$ cat src/rtl/flash_cmd_pkg.sv
// Shared constants and types for the flash command sequence decoder.
// Assumes 8-bit command bytes and 12 matched address bits.
package flash_cmd_pkg;
    localparam int MATCH_W = 12;

    localparam logic [MATCH_W-1:0] ADDR_KEY_A = 12'hAAA;
    localparam logic [MATCH_W-1:0] ADDR_KEY_B = 12'h554;

    localparam logic [7:0] D_KEY_A     = 8'hAA;
    localparam logic [7:0] D_KEY_B     = 8'h55;
    localparam logic [7:0] D_PROGRAM   = 8'hA0;
    localparam logic [7:0] D_ERASE_SET = 8'h80;
    localparam logic [7:0] D_CHIP      = 8'h10;
    localparam logic [7:0] D_SECTOR    = 8'h30;
    localparam logic [7:0] D_RESUME    = 8'h30;
    localparam logic [7:0] D_SUSPEND   = 8'hB0;
    localparam logic [7:0] D_RESET     = 8'hF0;
    localparam logic [7:0] D_IDENT     = 8'h90;
    localparam logic [7:0] D_PROTECT   = 8'hC0;
    localparam logic [7:0] D_BYPASS    = 8'h20;

    localparam logic BANK_PRI = 1'b0;

    typedef enum logic [3:0] {
        OP_NONE       = 4'd0,
        OP_PROGRAM    = 4'd1,
        OP_ERASE_CHIP = 4'd2,
        OP_ERASE_SECT = 4'd3,
        OP_SUSPEND    = 4'd4,
        OP_RESUME     = 4'd5,
        OP_RESET      = 4'd6,
        OP_READ_ID    = 4'd7,
        OP_READ_PROT  = 4'd8,
        OP_BYPASS_ON  = 4'd9,
        OP_BYPASS_OFF = 4'd10
    } op_e;

    typedef enum logic [1:0] {
        MODE_ARRAY   = 2'd0,
        MODE_STATUS  = 2'd1,
        MODE_IDENT   = 2'd2,
        MODE_PROTECT = 2'd3
    } mode_e;

    typedef enum logic [2:0] {
        ST_IDLE, ST_KEY1, ST_KEY2, ST_PROG, ST_ERS1, ST_ERS2, ST_ERS3
    } state_e;

    typedef struct packed {
        state_e st;
        logic   fire;
        op_e    op;
        logic   abort;
    } step_t;

    // Read mode a bank takes after reporting an operation.
    function automatic mode_e mode_after(op_e op);
        case (op)
            OP_PROGRAM, OP_ERASE_CHIP, OP_ERASE_SECT, OP_RESUME: return MODE_STATUS;
            OP_READ_ID:   return MODE_IDENT;
            OP_READ_PROT: return MODE_PROTECT;
            default:      return MODE_ARRAY;
        endcase
    endfunction
endpackage

$ cat src/rtl/flash_bank_sel.sv
// Bank steering: turns the two sector-select groups into a hit flag and a
// bank index. Assumes primary has priority when both groups are active.
module flash_bank_sel #(
    parameter int N_PRI = 8,
    parameter int N_SEC = 4
) (
    input  logic [N_PRI-1:0] sel_pri,
    input  logic [N_SEC-1:0] sel_sec,
    output logic             hit,
    output logic             bank
);
    logic any_pri;
    logic any_sec;

    // Reduce each group and pick the bank, primary first.
    always_comb begin
        any_pri = |sel_pri;
        any_sec = |sel_sec;
        hit     = any_pri | any_sec;
        bank    = any_pri ? 1'b0 : 1'b1;
    end
endmodule

$ cat src/rtl/flash_seq_timer.sv
// Inter-byte timeout counter. Counts idle clocks while a sequence is open,
// clears on each accepted write and stays at zero when no sequence is open.
module flash_seq_timer #(
    parameter int TMO_W = 16
) (
    input  logic             clk,
    input  logic             rst_n,
    input  logic             busy,
    input  logic             wr_ok,
    input  logic [TMO_W-1:0] limit,
    output logic             expire
);
    logic [TMO_W-1:0] cnt_q;

    // Idle-clock counter with saturation.
    always_ff @(posedge clk) begin
        if (!rst_n || !busy || wr_ok) begin
            cnt_q <= '0;
        end else if (cnt_q != '1) begin
            cnt_q <= cnt_q + 1'b1;
        end
    end

    // Expiry once the allowed idle clocks have all been used.
    always_comb expire = busy && (cnt_q >= limit);
endmodule

$ cat src/rtl/flash_seq_fsm.sv
// Sequence decoder: walks unlock, command and confirm bytes for one bank at
// a time. Emits combinational step events (used by the bank state) and
// registers the one-clock operation report. Assumes wr_ok is already
// qualified by lockout and bank selects.
module flash_seq_fsm
    import flash_cmd_pkg::*;
(
    input  logic               clk,
    input  logic               rst_n,
    input  logic               wr_ok,
    input  logic               wr_bank,
    input  logic [MATCH_W-1:0] addr_lo,
    input  logic [7:0]         wr_data,
    input  logic               tmo_expire,
    input  logic [1:0]         byp_vec,
    output logic               busy,
    output logic               evt_fire,
    output op_e                evt_op,
    output logic               evt_abort,
    output logic               evt_bank,
    output logic               cmd_valid,
    output op_e                cmd_op,
    output logic               cmd_bank
);
    state_e st_q;
    logic   bank_q;
    step_t  step;
    logic   bank_d;
    logic   at_a;
    logic   at_b;
    logic   same;

    // Decode a command byte taken after unlock or in bypass.
    function automatic step_t decode_cmd(logic [7:0] d, logic bank, logic byp);
        step_t s;
        s = '{st: ST_IDLE, fire: 1'b0, op: OP_NONE, abort: 1'b0};
        case (d)
            D_PROGRAM:   s.st = ST_PROG;
            D_ERASE_SET: s.st = byp ? ST_ERS3 : ST_ERS1;
            D_RESET:     begin s.fire = 1'b1; s.op = byp ? OP_BYPASS_OFF : OP_RESET; end
            D_IDENT:     begin
                if (bank == BANK_PRI) begin s.fire = 1'b1; s.op = OP_READ_ID; end
                else s.abort = 1'b1;
            end
            D_PROTECT:   begin s.fire = 1'b1; s.op = OP_READ_PROT; end
            D_BYPASS:    begin s.fire = 1'b1; s.op = OP_BYPASS_ON; end
            D_SUSPEND:   begin s.fire = 1'b1; s.op = OP_SUSPEND; end
            D_RESUME:    begin s.fire = 1'b1; s.op = OP_RESUME; end
            default:     s.abort = 1'b1;
        endcase
        return s;
    endfunction

    // Next-step decode for the current write or a timeout.
    always_comb begin
        at_a   = (addr_lo == ADDR_KEY_A);
        at_b   = (addr_lo == ADDR_KEY_B);
        same   = (wr_bank == bank_q);
        bank_d = bank_q;
        step   = '{st: st_q, fire: 1'b0, op: OP_NONE, abort: 1'b0};
        if (wr_ok) begin
            case (st_q)
                ST_IDLE: begin
                    bank_d = wr_bank;
                    if (wr_data == D_KEY_A && at_a)      step.st = ST_KEY1;
                    else if (byp_vec[wr_bank] && at_a)   step = decode_cmd(wr_data, wr_bank, 1'b1);
                    else if (wr_data == D_SUSPEND)       begin step.fire = 1'b1; step.op = OP_SUSPEND; end
                    else if (wr_data == D_RESUME)        begin step.fire = 1'b1; step.op = OP_RESUME; end
                    else if (wr_data == D_RESET)         begin step.fire = 1'b1; step.op = OP_RESET; end
                    else                                 step.abort = 1'b1;
                end
                ST_KEY1: begin
                    if (same && wr_data == D_KEY_B && at_b) step.st = ST_KEY2;
                    else step.abort = 1'b1;
                end
                ST_KEY2: begin
                    if (same && at_a) step = decode_cmd(wr_data, bank_q, byp_vec[bank_q]);
                    else step.abort = 1'b1;
                end
                ST_PROG: begin
                    if (same) begin step.fire = 1'b1; step.op = OP_PROGRAM; end
                    else step.abort = 1'b1;
                end
                ST_ERS1: begin
                    if (same && wr_data == D_KEY_A && at_a) step.st = ST_ERS2;
                    else step.abort = 1'b1;
                end
                ST_ERS2: begin
                    if (same && wr_data == D_KEY_B && at_b) step.st = ST_ERS3;
                    else step.abort = 1'b1;
                end
                ST_ERS3: begin
                    if (same && wr_data == D_CHIP && at_a) begin
                        step.fire = 1'b1; step.op = OP_ERASE_CHIP;
                    end else if (same && wr_data == D_SECTOR) begin
                        step.fire = 1'b1; step.op = OP_ERASE_SECT;
                    end else begin
                        step.abort = 1'b1;
                    end
                end
                default: step.abort = 1'b1;
            endcase
        end else if (st_q != ST_IDLE && tmo_expire) begin
            step.abort = 1'b1;
        end
        if (step.fire || step.abort) step.st = ST_IDLE;
    end

    // Event outputs seen by the per-bank state.
    always_comb begin
        busy      = (st_q != ST_IDLE);
        evt_fire  = step.fire;
        evt_op    = step.op;
        evt_abort = step.abort;
        evt_bank  = bank_d;
    end

    // Sequence state and bank register.
    always_ff @(posedge clk) begin
        if (!rst_n) begin
            st_q   <= ST_IDLE;
            bank_q <= 1'b0;
        end else begin
            st_q   <= step.st;
            bank_q <= bank_d;
        end
    end

    // One-clock operation report.
    always_ff @(posedge clk) begin
        if (!rst_n) begin
            cmd_valid <= 1'b0;
            cmd_op    <= OP_NONE;
            cmd_bank  <= 1'b0;
        end else begin
            cmd_valid <= step.fire;
            cmd_op    <= step.fire ? step.op : OP_NONE;
            if (step.fire) cmd_bank <= bank_d;
        end
    end
endmodule

$ cat src/rtl/flash_bank_state.sv
// Per-bank read mode and bypass flag. Updates on the same edge as the
// operation report, from the decoder's step events.
module flash_bank_state
    import flash_cmd_pkg::*;
#(
    parameter bit BANK_ID = 1'b0
) (
    input  logic  clk,
    input  logic  rst_n,
    input  logic  evt_fire,
    input  op_e   evt_op,
    input  logic  evt_abort,
    input  logic  evt_bank,
    output mode_e mode,
    output logic  bypass
);
    logic mine;

    // Event is aimed at this bank.
    always_comb mine = (evt_bank == BANK_ID);

    // Mode and bypass update.
    always_ff @(posedge clk) begin
        if (!rst_n) begin
            mode   <= MODE_ARRAY;
            bypass <= 1'b0;
        end else if (evt_fire && mine) begin
            mode <= mode_after(evt_op);
            if (evt_op == OP_BYPASS_ON)       bypass <= 1'b1;
            else if (evt_op == OP_BYPASS_OFF) bypass <= 1'b0;
        end else if (evt_abort && mine) begin
            mode <= MODE_ARRAY;
        end
    end
endmodule

$ cat src/rtl/flash_cmd_decoder.sv
// Top of the flash command sequence decoder. Qualifies writes by lockout
// and bank selects, runs the sequence decoder and timeout, and keeps one
// mode/bypass state per bank. Assumes a one-cycle write strobe.
module flash_cmd_decoder
    import flash_cmd_pkg::*;
#(
    parameter int N_PRI = 8,
    parameter int N_SEC = 4,
    parameter int TMO_W = 16
) (
    input  logic               clk,
    input  logic               rst_n,
    input  logic               wr_stb,
    input  logic [MATCH_W-1:0] wr_addr,
    input  logic [7:0]         wr_data,
    input  logic [N_PRI-1:0]   sel_pri,
    input  logic [N_SEC-1:0]   sel_sec,
    input  logic               lockout,
    input  logic [TMO_W-1:0]   tmo_limit,
    output logic               cmd_valid,
    output logic [3:0]         cmd_op,
    output logic               cmd_bank,
    output logic [1:0]         mode_pri,
    output logic [1:0]         mode_sec
);
    localparam int N_BANKS = 2;

    logic  hit;
    logic  wr_bank;
    logic  wr_ok;
    logic  busy;
    logic  expire;
    logic  evt_fire;
    op_e   evt_op;
    logic  evt_abort;
    logic  evt_bank;
    op_e   op_q;
    logic [N_BANKS-1:0] byp_vec;
    mode_e mode_vec [N_BANKS];

    flash_bank_sel #(.N_PRI(N_PRI), .N_SEC(N_SEC)) u_sel (
        .sel_pri (sel_pri),
        .sel_sec (sel_sec),
        .hit     (hit),
        .bank    (wr_bank)
    );

    // A write counts only when selected and not locked out.
    always_comb wr_ok = wr_stb && !lockout && hit;

    flash_seq_timer #(.TMO_W(TMO_W)) u_tmr (
        .clk    (clk),
        .rst_n  (rst_n),
        .busy   (busy),
        .wr_ok  (wr_ok),
        .limit  (tmo_limit),
        .expire (expire)
    );

    flash_seq_fsm u_fsm (
        .clk        (clk),
        .rst_n      (rst_n),
        .wr_ok      (wr_ok),
        .wr_bank    (wr_bank),
        .addr_lo    (wr_addr),
        .wr_data    (wr_data),
        .tmo_expire (expire),
        .byp_vec    (byp_vec),
        .busy       (busy),
        .evt_fire   (evt_fire),
        .evt_op     (evt_op),
        .evt_abort  (evt_abort),
        .evt_bank   (evt_bank),
        .cmd_valid  (cmd_valid),
        .cmd_op     (op_q),
        .cmd_bank   (cmd_bank)
    );

    for (genvar g = 0; g < N_BANKS; g++) begin : g_bank
        flash_bank_state #(.BANK_ID(g != 0)) u_state (
            .clk       (clk),
            .rst_n     (rst_n),
            .evt_fire  (evt_fire),
            .evt_op    (evt_op),
            .evt_abort (evt_abort),
            .evt_bank  (evt_bank),
            .mode      (mode_vec[g]),
            .bypass    (byp_vec[g])
        );
    end

    // Drive the plain-typed output ports.
    always_comb begin
        cmd_op   = op_q;
        mode_pri = mode_vec[0];
        mode_sec = mode_vec[1];
    end
endmodule

$ cat config.mk
export PLATFORM = sky130hd
export DESIGN_NAME = flash_cmd_decoder
export DESIGN_NICKNAME = d
export VERILOG_FILES = /design/src/rtl/flash_cmd_pkg.sv /design/src/rtl/flash_bank_sel.sv /design/src/rtl/flash_seq_timer.sv /design/src/rtl/flash_seq_fsm.sv /design/src/rtl/flash_bank_state.sv /design/src/rtl/flash_cmd_decoder.sv
export SDC_FILE = /design/constraint.sdc
export NUM_CORES = 1
export LEC_CHECK = 0
export BUFFER_PORTS_ARGS = -buffer_cell sky130_fd_sc_hd__buf_2
export CORE_MARGIN = 3
export CORE_UTILIZATION = 60
export CTS_CLUSTER_DIAMETER = 120
export DETAILED_ROUTE_END_ITERATION = 8
export PLACE_DENSITY_LB_ADDON = 0.08
export SLEW_MARGIN = 0
export SYNTH_ARGS = -nofsm -noshare
export SYNTH_HDL_FRONTEND = slang
export SYNTH_SLANG_ARGS = --single-unit
$ cat constraint.sdc
create_clock -name clk -period 7.8 [get_ports clk]
set_clock_uncertainty 0.05 [all_clocks]
set_input_delay 1.17 -clock clk [delete_from_list [all_inputs] [get_ports clk]]
set_output_delay 1.17 -clock clk [all_outputs]
set_load 0.01 [all_outputs]
* Yosys cells after proc, flatten, opt, wreduce, memory -nomap -nowiden
Index checks and enable logic that the tools add are counted.
Widths: inputs -> output; s select.
** Cells by class
- Reductions and logical operators :: 40
- Magnitude comparators :: 3
- Bitwise logic cells :: 3
- Add/subtract/negate cells :: 1
- Muxes and demuxes :: 54
- Eq/ne operators :: 34
** Operators by type and width (count)
- $pmux 5 s6 :: 2
- $eq 8x8->1 const B :: 7
- $mux 5 :: 9
- $mux 1 :: 21
- $pmux 5 s4 :: 1
- $logic_and 1x1->1 :: 18
- $add 16x1->16 const B :: 1
- $eq 8x6->1 const B :: 2
- $ge 16x16->1 :: 1
- $ne 16x16->1 const B :: 1
- $mux 3 :: 5
- $pmux 3 s5 :: 1
- $eq 12x11->1 const B :: 1
- $eq 12x12->1 const B :: 1
- $eq 4x4->1 const B :: 3
- $mux 6 :: 2
- $pmux 3 s2 :: 2
- $mux 2 :: 5
- $eq 3x3->1 const B :: 3
- $eq 4x2->1 const B :: 2
- $eq 4x3->1 const B :: 2
- $eq 8x5->1 const B :: 1
- $eq 8x7->1 const B :: 1
- $mux 8 :: 1
- 25 further kinds :: 42
** Word-level totals
- Word-level logic and storage cells :: 145
- Register bits :: 32
- Bits of input ports :: 52

* Logic depth before layout (Yosys ltp)
- Depth after elaboration :: 13
- Gate-level depth with buffers :: 10

* Hierarchy
Synthesis repeated with hierarchy kept, for this count alone.
** Second synthesis, totals
- Cells, all modules :: 374
- Area, all modules :: 2861.5 um^2
** By module, submodules not included
- flash_seq_fsm :: instances 1, area each 1236.2 um^2, cells an instance 171
- flash_seq_timer :: instances 1, area each 1217.4 um^2, cells an instance 155
- flash_bank_state at g_bank[0].u_state :: instances 1, area each 188.9 um^2, cells an instance 21
- flash_bank_state at g_bank[1].u_state :: instances 1, area each 177.7 um^2, cells an instance 21
- flash_bank_sel :: instances 1, area each 32.5 um^2, cells an instance 5
- flash_cmd_decoder :: instances 1, area each 8.8 um^2, cells an instance 1

* Worst setup path after synthesis
No wires, ideal clock.
- Kind :: input-to-reg
- Start :: input port sel_pri[1]
- End :: register g_bank[0].u_state.mode[0]
- Stages on the path :: 9
- Path buffers :: 1
- Arrival :: 3.520 ns
- Setup slack :: 4.090 ns
- Required time :: 7.609 ns
- Cells stage by stage :: or4_1 > buf_2 > or3_4 > and2_4 > or3_4 > o31a_1 > and4bb_1 > a31oi_1 > o22ai_1
** Between the ends
- Longest elaborated chain between the ends :: 12
- Elaborated cells on any way between the ends :: 50
- Classes of those cells :: 7 x eq/ne; 26 x mux; 2 x bitwise; 15 x reduce/logical
** RTL lines
- start: declaration :: line flash_cmd_decoder.sv:16 : input logic [N_PRI-1:0] sel_pri,
- $reduce_or 8->1 (*) :: line flash_bank_sel.sv:17 : any_pri = |sel_pri;
- branches (longest 11 deep; another with $pmux 5 s6)
- end signal: assignment :: line flash_bank_state.sv:28 : mode <= mode_after(evt_op);
- end: declaration :: line flash_bank_state.sv:14 : output mode_e mode,
Mark *: on every way between the ends. The select of a mux whose other input is x is not followed.
A chain may end at the register's enable or synchronous reset.

* Worst setup path after layout
- Start :: input port sel_pri[1]
- End :: register u_fsm.st_q[0]
** Between the ends
- Longest elaborated chain between the ends :: 10
- Elaborated cells on any way between the ends :: 43
- Classes of those cells :: 6 x eq/ne; 22 x mux; 1 x bitwise; 14 x reduce/logical
** RTL lines
- $reduce_or 8->1 (*) :: line flash_bank_sel.sv:17
- branches (longest 9 deep; another with $pmux 5 s6)
- end signal: assignment :: line flash_seq_fsm.sv:124 : st_q <= step.st;
- end: declaration :: line flash_seq_fsm.sv:25 : state_e st_q;
Marks and branches as above.

==> flow_metrics.env <==
export IMPL_status="completed"
export IMPL_hold_violations=0
export IMPL_final_period_utilization=0.489
export IMPL_post_cts_resized=0
export IMPL_p_sw_mw=0.0921
export IMPL_die_area_mm2=0.00561
export IMPL_yosysSeqAreaShare=0.225
export IMPL_dp_hpwl_mm=6.08
export IMPL_crit_fanout=13
export IMPL_cts_root_buffer_cell="clkbuf_8"
export IMPL_startpoint_type="primary input"
export IMPL_numClockSinks=32
export IMPL_min_period_ns=3.82
export IMPL_routed_wl_mm=7.86
export IMPL_p_per_area_mw_per_mm2=105
export IMPL_postPlaceCellArea_mm2=0.00314
export IMPL_firstDrtPassIters=5
export IMPL_routedWlPerCell_um=16.5
export IMPL_p_seq_frac=0.483
export IMPL_die_height_um=74.9
export IMPL_fp_row_count=24
export IMPL_core_mm2=0.00447
export IMPL_syn_to_final_growth_pct=13.2
export IMPL_tightest_slew_ns=1.07
export IMPL_synth_cell_type_count=68
export IMPL_post_route_cells_drive_above_1_share=0.208
export IMPL_fmax_ghz=0.262
export IMPL_rsz0062_at_grt="false"
export IMPL_ant_nets=0
export IMPL_port_buffer_count=61
export IMPL_ys_async_sr_fraction=0
export IMPL_crit_arrival_ns=3.97
export IMPL_drc=0
export IMPL_crit_type="in -> reg"
export IMPL_synth_area_mm2=0.00285
export IMPL_clkTransAtPathRegs_ns=0.07
export IMPL_crit_path_end_kind="flop"
export IMPL_cts_hold_buf=0
export IMPL_synthCells=373
export IMPL_start_util=0.637
export IMPL_yosysTopAreaCellShare=0.225
export IMPL_n_antenna_cell=0
export IMPL_pin_count=62
export IMPL_grt_overflow_total=0
export IMPL_antenna_found_initial=0
export IMPL_vias_per_cell=6.50
export IMPL_relSlewSlack=0.281
export IMPL_synthTopCellsByArea="dfxtp_1 (22%), ha_1 (7.5%), nand2_1 (4.0%)"
export IMPL_cts_setup_buffers=0
export IMPL_maxCapViolCount=0
export IMPL_internal_power_mw=0.246
export IMPL_nets=492
export IMPL_cts_tree="done"
export IMPL_ir_worst_vdd_v=0.0000667
export IMPL_place_gp_congestion=0.969
export IMPL_synth_edf_count=0
export IMPL_clock_latency_ns=0.29
export IMPL_cp_required_ns=7.96
export IMPL_grt_pass1_wl_mm=12.4
export IMPL_switching_share=0.273
export IMPL_synth_top_flop_cell="dfxtp_1"
export IMPL_cts_made_buffers=5
export IMPL_yosys_area_top_type="dfxtp_1"
export IMPL_post_route_cell_area_mm2=0.00323
export IMPL_first_iter_violations=172
export IMPL_htreeDepth=2
export IMPL_slew_violations=0
export IMPL_comb_power_share=0.141
export IMPL_synth_seq_cells=32
export IMPL_whs_ns=0.436
export IMPL_syn_nets=442
export IMPL_grt_max_degree=20
export IMPL_tns_ns=0
export IMPL_grtUsageTotal=0.282
export IMPL_pwr_share_clk=0.376
export IMPL_setup_violations=0
export IMPL_hp_class="reg -> reg"
export IMPL_finalPower_mw=0.338
export IMPL_yosysWarnings=0
export IMPL_utilization=0.721
export IMPL_avgSynthCellArea_um2=7.64
export IMPL_total_leakage_power_nw=1.31
export IMPL_grt_pass1_vias=2860
export IMPL_via_count=3093
export IMPL_chipWidth_um=74.9
export IMPL_clockBufferDepth=2
==> cell families (layout without fill, tap and decap cells) <==
kind of cell    Yosys count  after routing  synth area share
xor+xnor                 11             11            0.0338
simple gates            152            152             0.300
fa+ha+maj                20             20            0.0852
compound gates          107            107             0.270
buf+inv                  45             96            0.0641
mux                       6              6            0.0219
flops                    32             32             0.225
==> flip-flops by register name, indices dropped and copies added (netlist names) <==
name	count
g_bank.u_state.bypass	2
u_fsm.cmd_op	4
u_fsm.bank_q	1
u_fsm.cmd_valid	1
g_bank.u_state.mode	4
u_tmr.cnt_q	16
u_fsm.st_q	3
u_fsm.cmd_bank	1
==> power groups by stage <==
stage	sequential (mW)	combinational [mW]	clock (mW)
2_1_floorplan	0.167	0.0264	0
3_3_place_gp	0.167	0.0457	0
3_5_place_dp	0.167	0.0463	0
4_1_cts	0.163	0.0466	0.129
5_1_grt	0.163	0.0527	0.135
6_report	0.163	0.0475	0.127
==> worst paths after layout <==
path | end | start | cells after the start | slack [ns]
setup / recovery | u_fsm.st_q[0]$_SDFFE_PP0P_ | sel_pri[1] | 8 | 3.98
setup reg to reg | u_fsm.st_q[0]$_SDFFE_PP0P_ | u_tmr.cnt_q[0]$_SDFFE_PP0P_ | 10 | 4.82
hold reg to reg | g_bank[0].u_state.mode[0]$_SDFFE_PN0P_ | g_bank[0].u_state.mode[0]$_SDFFE_PN0P_ | 2 | 0.44
hold / removal | g_bank[0].u_state.mode[0]$_SDFFE_PN0P_ | g_bank[0].u_state.mode[0]$_SDFFE_PN0P_ | 2 | 0.44
==> cells in the final DEF, fill, tap and decap left out, types with 7 or more instances in the layout <==
cell type,n
nor3_1,10
nand3_1,10
and2_1,9
buf_2,61
nand2b_1,7
a31oi_1,7
dfxtp_1,32
a21oi_1,18
nand4_1,9
nand2_1,30
nor4_1,11
o21ai_0,22
inv_1,27
ha_1,17
nor2_1,29
==> synthesized netlist by cell type, types with 3 or more instances <==
| library cell | instances |
|---|---|
| dfxtp_1 | 32 |
| nand2_1 | 30 |
| nor2_1 | 29 |
| inv_1 | 27 |
| o21ai_0 | 22 |
| a21oi_1 | 18 |
| ha_1 | 17 |
| clkbuf_1 | 14 |
| nor4_1 | 11 |
| nand3_1 | 10 |
| nor3_1 | 10 |
| and2_1 | 9 |
| nand4_1 | 9 |
| a31oi_1 | 7 |
| nand2b_1 | 7 |
| or4_1 | 6 |
| xnor2_1 | 6 |
| a211oi_1 | 5 |
| nor2b_1 | 5 |
| o21a_1 | 5 |
| xor2_1 | 5 |
| a2111oi_0 | 4 |
| a21o_1 | 4 |
| mux2i_1 | 4 |
| or3_1 | 4 |
| a22oi_1 | 3 |
| and4bb_2 | 3 |
| maj3_1 | 3 |
| o2111ai_1 | 3 |
| o211ai_1 | 3 |
| o21ai_1 | 3 |
| o2bb2ai_1 | 3 |
| o31a_1 | 3 |
==> stage by stage <==
stage	instances	worst slack, ns
2_1_floorplan	373	4.09
3_3_place_gp	468	3.79
3_5_place_dp	468	3.72
4_1_cts	476	4.02
5_1_grt	476	3.82
6_report	476	3.98
==> final cells by class <==
cell class                 count  area (um2)
clock buffer                   5        68.8
clock inverter                 3        18.8
fill                         372        1250
inverter                      27         101
multi-input combinational    296        2030
sequential                    32         641
tap                           52        65.1
timing repair buffer          61         305
==> per-layer routing <==
layer  track usage  part of all wire
met1         0.323              0.40
met2         0.489              0.50
met3        0.0694             0.073
met4         0.136             0.027
met5             0                 0
==> worst max-delay path: stages <==
cell	delay [ns]
buf_2	0.10
or4_1	0.70
o311ai_4	0.65
nor2_1	0.18
a32oi_2	0.31
nand2_1	0.16
or3b_2	0.52
a211oi_2	0.17
(Power assumes the default switching activity.)
